### config.mk
export PLATFORM = sky130hd
export DESIGN_NAME = rx_rts_pacer
export DESIGN_NICKNAME = d
export VERILOG_FILES = /design/src/rtl/rts_pacer_pkg.sv /design/src/rtl/rts_level_cmp.sv /design/src/rtl/rts_state_ctrl.sv /design/src/rtl/rx_rts_pacer.sv
export SDC_FILE = /design/constraint.sdc
export NUM_CORES = 1
export LEC_CHECK = 0
export CORE_AREA = 2 2 39 41
export CTS_BUF_LIST = sky130_fd_sc_hd__clkbuf_8 sky130_fd_sc_hd__clkbuf_16
export DETAILED_ROUTE_END_ITERATION = 16
export DIE_AREA = 0 0 41 43
export GPL_TIMING_DRIVEN = 0
export PLACE_DENSITY_LB_ADDON = 0.2
export SYNTH_ARGS = -nofsm -noshare
export SYNTH_HDL_FRONTEND = slang
export SYNTH_SLANG_ARGS = --single-unit
### constraint.sdc
create_clock -name clk -period 3.2 [get_ports clk]
set_input_delay 0.64 -clock clk [delete_from_list [all_inputs] [get_ports clk]]
set_output_delay 0.64 -clock clk [all_outputs]
set_load 0.05 [all_outputs]
### src/rtl/rts_pacer_pkg.sv
package rts_pacer_pkg;

  typedef enum logic [1:0] {
    RTS_IDLE   = 2'd0,
    RTS_ACTIVE = 2'd1,
    RTS_PAUSED = 2'd2
  } rtsState_e;

  // Level comparison strobes from the datapath to the control
  typedef struct packed {
    logic atTrigger;
    logic atUpper;
    logic atLower;
  } levelFlags_t;

endpackage

### src/rtl/rts_level_cmp.sv
module rts_level_cmp
  import rts_pacer_pkg::*;
#(
  parameter int DEPTH = 16,
  parameter int TRIG0 = 1,
  parameter int TRIG1 = 4,
  parameter int TRIG2 = 8,
  parameter int TRIG3 = 14,
  parameter int CNT_W = $clog2(DEPTH + 1)
) (
  input  logic             clk,
  input  logic             rstN,
  input  logic [CNT_W-1:0] fifoCount,
  input  logic [1:0]       trigSel,
  output levelFlags_t      flags,
  output logic [CNT_W-1:0] trigLevel,
  output logic [CNT_W-1:0] upperLevel,
  output logic [CNT_W-1:0] lowerLevel,
  output logic             rxLevelIrq
);

  // Ladder: empty, four trigger steps, full
  localparam int RUNGS = 6;
  localparam int LADDER [RUNGS] = '{0, TRIG0, TRIG1, TRIG2, TRIG3, DEPTH};

  logic [CNT_W-1:0] ladder [RUNGS];

  for (genvar g = 0; g < RUNGS; g++) begin : gRung
    assign ladder[g] = CNT_W'(LADDER[g]);
  end

  logic [2:0] selIdx;
  assign selIdx = {1'b0, trigSel};

  always_comb begin
    lowerLevel = ladder[selIdx];
    trigLevel  = ladder[selIdx + 3'd1];
    upperLevel = ladder[selIdx + 3'd2];
  end

  always_comb begin
    flags.atTrigger = (fifoCount >= trigLevel);
    flags.atUpper   = (fifoCount >= upperLevel);
    flags.atLower   = (fifoCount <= lowerLevel);
  end

  always_ff @(posedge clk) begin
    if (!rstN) rxLevelIrq <= 1'b0;
    else       rxLevelIrq <= flags.atTrigger;
  end

endmodule

### src/rtl/rts_state_ctrl.sv
module rts_state_ctrl
  import rts_pacer_pkg::*;
(
  input  logic        clk,
  input  logic        rstN,
  input  levelFlags_t flags,
  input  logic        autoRtsEn,
  input  logic        enhancedEn,
  input  logic        rtsIntEn,
  input  logic        mcrRts,
  input  logic        isrRead,
  output logic        rtsN,
  output logic        rtsIrq,
  output logic        rtsStatus
);

  rtsState_e stateQ, stateD;
  logic      riseEvt;
  logic      intArmed;

  always_comb begin
    stateD = stateQ;
    if (!autoRtsEn) begin
      stateD = mcrRts ? RTS_ACTIVE : RTS_IDLE;
    end else if (!mcrRts) begin
      stateD = RTS_IDLE;
    end else begin
      unique case (stateQ)
        RTS_IDLE:   stateD = RTS_ACTIVE;
        RTS_ACTIVE: if (flags.atUpper) stateD = RTS_PAUSED;
        RTS_PAUSED: if (flags.atLower) stateD = RTS_ACTIVE;
        default:    stateD = RTS_IDLE;
      endcase
    end
  end

  always_ff @(posedge clk) begin
    if (!rstN) stateQ <= RTS_IDLE;
    else       stateQ <= stateD;
  end

  assign rtsN     = (stateQ != RTS_ACTIVE);
  assign riseEvt  = (stateQ == RTS_ACTIVE) && (stateD != RTS_ACTIVE);
  assign intArmed = rtsIntEn && enhancedEn;

  always_ff @(posedge clk) begin
    if (!rstN)                    rtsStatus <= 1'b0;
    else if (riseEvt && intArmed) rtsStatus <= 1'b1;
    else if (isrRead)             rtsStatus <= 1'b0;
  end

  assign rtsIrq = rtsStatus && intArmed;

endmodule

### src/rtl/rx_rts_pacer.sv
module rx_rts_pacer
  import rts_pacer_pkg::*;
#(
  parameter int DEPTH = 16,
  parameter int TRIG0 = 1,
  parameter int TRIG1 = 4,
  parameter int TRIG2 = 8,
  parameter int TRIG3 = 14,
  parameter int CNT_W = $clog2(DEPTH + 1)
) (
  input  logic             clk,
  input  logic             rstN,
  input  logic [CNT_W-1:0] fifoCount,
  input  logic [1:0]       trigSel,
  input  logic             autoRtsEn,
  input  logic             enhancedEn,
  input  logic             rtsIntEn,
  input  logic             mcrRts,
  input  logic             isrRead,
  output logic             rtsN,
  output logic             rxLevelIrq,
  output logic             rtsIrq,
  output logic             rtsStatus
);

  levelFlags_t      flags;
  logic [CNT_W-1:0] trigLevel;
  logic [CNT_W-1:0] upperLevel;
  logic [CNT_W-1:0] lowerLevel;

  rts_level_cmp #(
    .DEPTH(DEPTH), .TRIG0(TRIG0), .TRIG1(TRIG1),
    .TRIG2(TRIG2), .TRIG3(TRIG3), .CNT_W(CNT_W)
  ) uLevel (
    .clk(clk), .rstN(rstN), .fifoCount(fifoCount), .trigSel(trigSel),
    .flags(flags), .trigLevel(trigLevel), .upperLevel(upperLevel),
    .lowerLevel(lowerLevel), .rxLevelIrq(rxLevelIrq)
  );

  rts_state_ctrl uCtrl (
    .clk(clk), .rstN(rstN), .flags(flags), .autoRtsEn(autoRtsEn),
    .enhancedEn(enhancedEn), .rtsIntEn(rtsIntEn), .mcrRts(mcrRts),
    .isrRead(isrRead), .rtsN(rtsN), .rtsIrq(rtsIrq), .rtsStatus(rtsStatus)
  );

endmodule

==> After elaboration in Yosys (flattened, before gate mapping) <==
Memories as Yosys holds them, arrays and structs flattened.
Cells that the tools add are included.
{ "classes": {"n_addsub": 2, "mul": 0, "div": 0, "n_lt_le_gt_ge": 6, "n_eq_ne": 4, "shifts": 0, "mux": 14, "bitwise_logic": 3, "reduce_logical": 6} }
{ "op_table": {"columns": ["cell", "n"], "rows": [
  ["5-bit two-way mux", 6],
  ["4-bit greater-or-equal comparator (second input constant)", 3],
  ["5-bit greater-or-equal comparator", 2],
  ["2-bit two-way mux", 4],
  ["3-bit NOT with 4-bit output", 2],
  ["2-bit one-hot mux with 3 select lines", 1],
  ["5-bit <= comparator", 1],
  ["1-bit logical AND", 4],
  ["2-bit by 1-bit inequality test with 1-bit output (second input constant)", 2],
  ["2-bit NOT with 4-bit output", 1],
  ["2-bit by 1-bit adder with 3-bit output (second input constant)", 1],
  ["2-bit by 2-bit adder with 3-bit output (second input constant)", 1],
  ["1-bit two-way mux", 3],
  ["2-bit by 1-bit equality test with 1-bit output (second input constant)", 1],
  ["2-bit equality test (second input constant)", 1],
  ["2-bit logical NOT", 1],
  ["2-bit nonzero test", 1]
]} }
{ "totals": {"reg_bits": 4, "latchBits": 0, "mem_bits_rw": 0, "rom_bits": 120, "elab_cells": 41, "memories": 3} }
{ "mem_list": {"columns": ["memory", "depth", "width", "read_ports", "rd_ports_with_merged_regs", "write_ports", "line", "source"], "rows": [
  ["(name not given)", 8, 5, 1, 0, 0, "rts_level_cmp.sv:36", "lowerLevel = ladder[selIdx];"],
  ["(name not given)", 8, 5, 1, 0, 0, "rts_level_cmp.sv:37", "trigLevel = ladder[selIdx + 3'd1];"],
  ["(name not given)", 8, 5, 1, 0, 0, "rts_level_cmp.sv:38", "upperLevel = ladder[selIdx + 3'd2];"]
]} }

==> Depth between registers and ports, before layout <==
{ "depth": {"word_depth": 14, "mapped_depth": 8} }

==> By module <==
Synthesis repeated with hierarchy kept, for this count alone.
{ "hier_totals": {"cells_unflattened": 78, "area_unflattened_um2": 621.8} }
{ "modules_own_cells": {"columns": ["mod", "instances", "cells_per_inst", "area_each_um2", "seq_area_each_um2"], "rows": [
  ["rts_level_cmp", 1, 61, 470.5, 20.0],
  ["rts_state_ctrl", 1, 17, 151.4, 60.1]
]} }

==> Worst setup path before layout <==
No wires, ideal clock.
{ "synth_timing": {"path_kind": "in2reg", "from": "input trigSel[0]", "to": "register uCtrl.rtsStatus", "arrival_ns": 1.801, "path_slack_ns": 1.270, "cell_stages": 8, "path_buffers": 0, "cell_sequence": "ha_1 > inv_1 > nor2_1 > ha_1 > nor2b_1 > o21ai_1 > a41oi_1 > a31oi_1"} }
{ "synth_between": {"elab_chain_len": 14, "elab_cells_between_ends": 21} }
{ "synth_rtl": {"columns": ["element", "line", "source"], "rows": [
  ["start, declared", "rx_rts_pacer.sv:14", "input logic [1:0] trigSel,"],
  ["2-bit by 2-bit adder with 3-bit output", "rts_level_cmp.sv:38", null],
  ["3-bit NOT with 4-bit output (not written as such)", "rts_level_cmp.sv:38", null],
  ["memory 8 x 5 bit", null, null],
  ["5-bit two-way mux (not written as such) (2 in series)", "rts_level_cmp.sv:38", null],
  ["5-bit greater-or-equal comparator", "rts_level_cmp.sv:43", "flags.atUpper = (fifoCount >= upperLevel);"],
  ["2-bit two-way mux", "rts_state_ctrl.sv:30", "RTS_ACTIVE: if (flags.atUpper) stateD = RTS_PAUSED;"],
  ["2-bit one-hot mux with 3 select lines *", "rts_state_ctrl.sv:28", "unique case (stateQ)"],
  ["2-bit two-way mux *", "rts_state_ctrl.sv:25", "end else if (!mcrRts) begin"],
  ["2-bit two-way mux *", "rts_state_ctrl.sv:23", "if (!autoRtsEn) begin"],
  ["2-bit by 1-bit inequality test with 1-bit output *", "rts_state_ctrl.sv:43", "assign riseEvt = (stateQ == RTS_ACTIVE) && (stateD != RTS_ACTIVE);"],
  ["1-bit logical AND *", "rts_state_ctrl.sv:43", null],
  ["1-bit logical AND *", "rts_state_ctrl.sv:48", "else if (riseEvt && intArmed) rtsStatus <= 1'b1;"],
  ["1-bit two-way mux / 2-bit nonzero test (equally long branches)", null, null],
  ["end signal, assigned", "rts_state_ctrl.sv:47", "if (!rstN) rtsStatus <= 1'b0;"],
  ["end signal, assigned", "rts_state_ctrl.sv:48", null],
  ["end signal, assigned", "rts_state_ctrl.sv:49", "else if (isrRead) rtsStatus <= 1'b0;"],
  ["end, declared", "rts_state_ctrl.sv:14", "output logic rtsStatus"]
]} }
Mark *: on every way between the ends. The rest lies on a longest branch, timed or not. The select of a mux whose other input is x is not followed.
A chain may end at the register's enable or synchronous reset.

==> Worst setup path after layout <==
{ "layout_timing": {"from": "input rtsIntEn", "to": "output rtsIrq"} }
{ "layout_between": {"elab_chain_len": 2} }
{ "layout_rtl": {"columns": ["element", "line", "source"], "rows": [
  ["start, declared", "rx_rts_pacer.sv:17", "input logic rtsIntEn,"],
  ["1-bit logical AND", "rts_state_ctrl.sv:44", "assign intArmed = rtsIntEn && enhancedEn;"],
  ["1-bit logical AND", "rts_state_ctrl.sv:52", "assign rtsIrq = rtsStatus && intArmed;"],
  ["end, declared", "rx_rts_pacer.sv:22", "output logic rtsIrq,"]
]} }
Every way passes these cells.

==> summary.txt <==
Synth
  • Flops & latches, synth: 4
  • Area contributors post-synth: ha_1 (39%), dfxtp_1 (14%), nand2_1 (4.6%), inv_1 (3.9%), a2bb2o_4 (3.5%)
  • Top-area cell type share of the netlist area: 39.5%
  • Total of warnings raised by yosys: 0
  • Fraction of the yosys area taken by sequential cells: between 10 and 15%
  • Async SR Flop Fraction: 0%
  • Largest area contributor in the netlist: ha_1
  • EDFF count, synth: 0
  • Post-synthesis cell count: 68
  • Average cell area after synthesis: around 8.4 um^2
  • Cell area after technology mapping: roughly 570 um^2
  • Number of distinct standard cells referenced by the synthesized netlist: 21
  • Net count of the mapped netlist: 100
  • Most instantiated flip-flop cell in the synthesis netlist: dfxtp_1

Power
  • Areal power density over the cells: 299 nW/um^2
  • Overall power of the completed layout: 0.000240 W
  • Reported leakage power: 0.377 nW
  • Peak supply drop: roughly 0.40 mV

Critical path
  • Data arrival, critical path: 2.05 ns
  • Type of the worst setup path: primary input to output port
  • Data required time at the worst endpoint: 2.56 ns
  • Slowest cell on the critical path: clkdlybuf4s50_1
  • Number of buffers and inverters on the critical path: 2
  • Most used cell, CP: clkdlybuf4s50_1
  • Critical-path cell list: clkdlybuf4s50_1, and3_1, clkdlybuf4s50_1
  • Worst Setup Start Kind: primary input
  • Cell family with the largest share of critical-path delay: buffers and inverters
  • Largest driver fanout on the critical path: 2
  • Endpoint kind of the worst setup timing path: output port
  • Critical Path Max Stage Delay: approximately 0.8 ns

Placement
  • Half-perimeter wire length after detailed placement: ~1.0 mm
  • Place WS: around 0.51 ns
  • Post-detailed-placement cell area: 761 um^2
  • GP Congestion: about 0.8
  • Number of buffers added on ports: 17

Route
  • Drt total wl: ~1.1 mm
  • DRC viols: 0
  • Via count: between 500 and 600
  • Per-cell via count in the routed design: just over 5
  • Pre-Repair DR Iteration Count: 2
  • Remaining antenna violation count: 0
  • Starting DRC count in detailed routing: 5
  • Average detailed-routed wire length per instance: 11.0 um

CTS
  • Clock-pin transition on the worst setup and hold timing paths: 0.03 ns
  • Maximum level of the CTS H-tree: 1
  • Maximum number of buffers from clock root to sink: 2
  • Clock latency of the later-clocked register in the worst-skew pair: 0.21 ns
  • Clock Sink Count: 4
  • CTS hold repair buffers: 0
  • Number of gates given a new drive strength after cts: 0
  • Clock tree from TritonCTS: done
  • Setup repair bufs after CTS: 0
  • TritonCTS buffer count: 3
  • Root buffer cell: clkbuf_8

STA
  • Worst Tran Pin Value: 0.492 ns
  • Post-route clock period utilization: a little over four fifths
  • Hold slack final: between 0.5 and 0.6 ns
  • Endpoints failing hold: 0
  • Highest clock frequency the design can meet: 372 MHz
  • Final sum of negative setup slack: 0 ns
  • Setup repair after global routing missed its margin: no
  • Count of pins over their slew limit: 0
  • Headroom to the max-slew limit: 67.1%
  • Setup WS post-layout: 0.513 ns
  • Setup skew after layout: between 0.0015 and 0.002 ns
  • Final count of negative-setup-slack endpoints: 0
  • Minimum clock period after layout: around 2.7 ns

GRT
  • Number of antenna violations at the first check in global routing: 0
  • First-pass GRT wire length: 1.93 mm
  • Vias in the first global route: between 500 and 600
  • Total global-route track usage: between 15 and 20%
  • Maximum number of pins on one net before global-route repair: 6
  • Residual overflow from global routing: 0

Cells and area
  • Proportion of layout cells with a drive suffix above 1: 5.68%
  • # diodes: 0
  • Final design instance area without fill: 802 um^2
  • Layout area overhead: 40.6%
  • Number of nets in the layout: between 100 and 150

Die
  • Initial Utilization: approximately two fifths
  • Die width: 41 um
  • Ports: 18
  • FP Rows: 14
  • Standard cell core area: approximately 1400 um^2
  • Height of the die: ~43 um
  • Die footprint: 1760 um^2

Flow run
  • # Max-Cap Violations: 0

Outcome
  • Result of the run: finished, final reports clean

Min path
  • Class of the most critical hold timing path: flop to flop
-- metrics by stage --
stage,instances,utilization (%)
CTS,104,58.0
floorplan,68,-
detailed placement,101,55.0
global placement,101,55.0
finish,104,58.0
global route,104,58.0
-- cell usage in the layout, fill, tap and decap left out, types with 2 or more instances in the layout --
cell,instances
nor2_1,5
o21ai_0,3
clkbuf_8,3
dfxtp_1,4
nor2b_1,2
a31oi_1,2
a21oi_1,3
nand2_1,7
nand3_1,2
o21ai_1,3
and2_1,2
clkdlybuf4s50_1,17
nand2b_1,3
ha_1,18
inv_1,6
-- path summary, 6_finish.rpt --
kind	start	end	slack, ns	depth (start not counted)
worst min register to register	uCtrl.rtsStatus	uCtrl.rtsStatus	0.53	2
worst min-delay path	uCtrl.rtsStatus	uCtrl.rtsStatus	0.53	2
worst max-delay path	rtsIntEn	rtsIrq	0.51	3
worst max register to register	uCtrl.stateQ[1]	uCtrl.rtsStatus	2.07	4
-- cell usage after synthesis, types with 2 or more instances --
cell      instances
nor2b_1           2
o21ai_1           3
a31oi_1           2
o21ai_0           3
dfxtp_1           4
nor2_1            5
a21oi_1           3
nand3_1           2
nand2_1           7
inv_1             6
nand2b_1          3
and2_1            2
ha_1             18
-- logic make-up (layout without fill, tap and decap cells) --
logic type                 after synthesis  after routing  synth area share, %
adders and majority gates               18             18                 39.5
AOI/OAI and AO/OA                       16             16                 20.8
buffers and inverters                    6             26                 3.95
DFF                                      4              4                 14.0
and+or+nand+nor                         24             24                 21.7
-- report_power, final --
group	internal, W	switching, W
combinational	0.0000410	0.0000415
clock	0.0000799	0.0000230
sequential	0.0000529	0.00000154
total	0.000174	0.0000660
-- routing by layer --
metal | wire length (um) | global-route usage, % | share of wire (%)
met1 | 507 | 17.7 | 44
met2 | 554 | 27.5 | 48
met3 | 85 | 9.42 | 7.4
met4 | 0 | 0 | 0
met5 | 0 | 0 | 0
-- final cells by class --
cell class | count | area (um^2)
fillers | 137 | 582
multi-input cells | 58 | 468
repair buffers | 17 | 170
flip-flops and latches | 4 | 80.1
clock buffers | 3 | 41.3
inverters | 6 | 22.5
well taps | 16 | 20.0
-- worst min-delay path, stage by stage, from the launching register on --
cell,delay (ns)
dfxtp_1,0.31
nand2b_1,0.09
a31oi_1,0.08
-- registers in the layout, summed over array words and instances, names as in the netlist --
name	flops
uCtrl.rtsStatus	1
uLevel.rxLevelIrq	1
uCtrl.stateQ	2
Power figures use the tool's default switching activity.
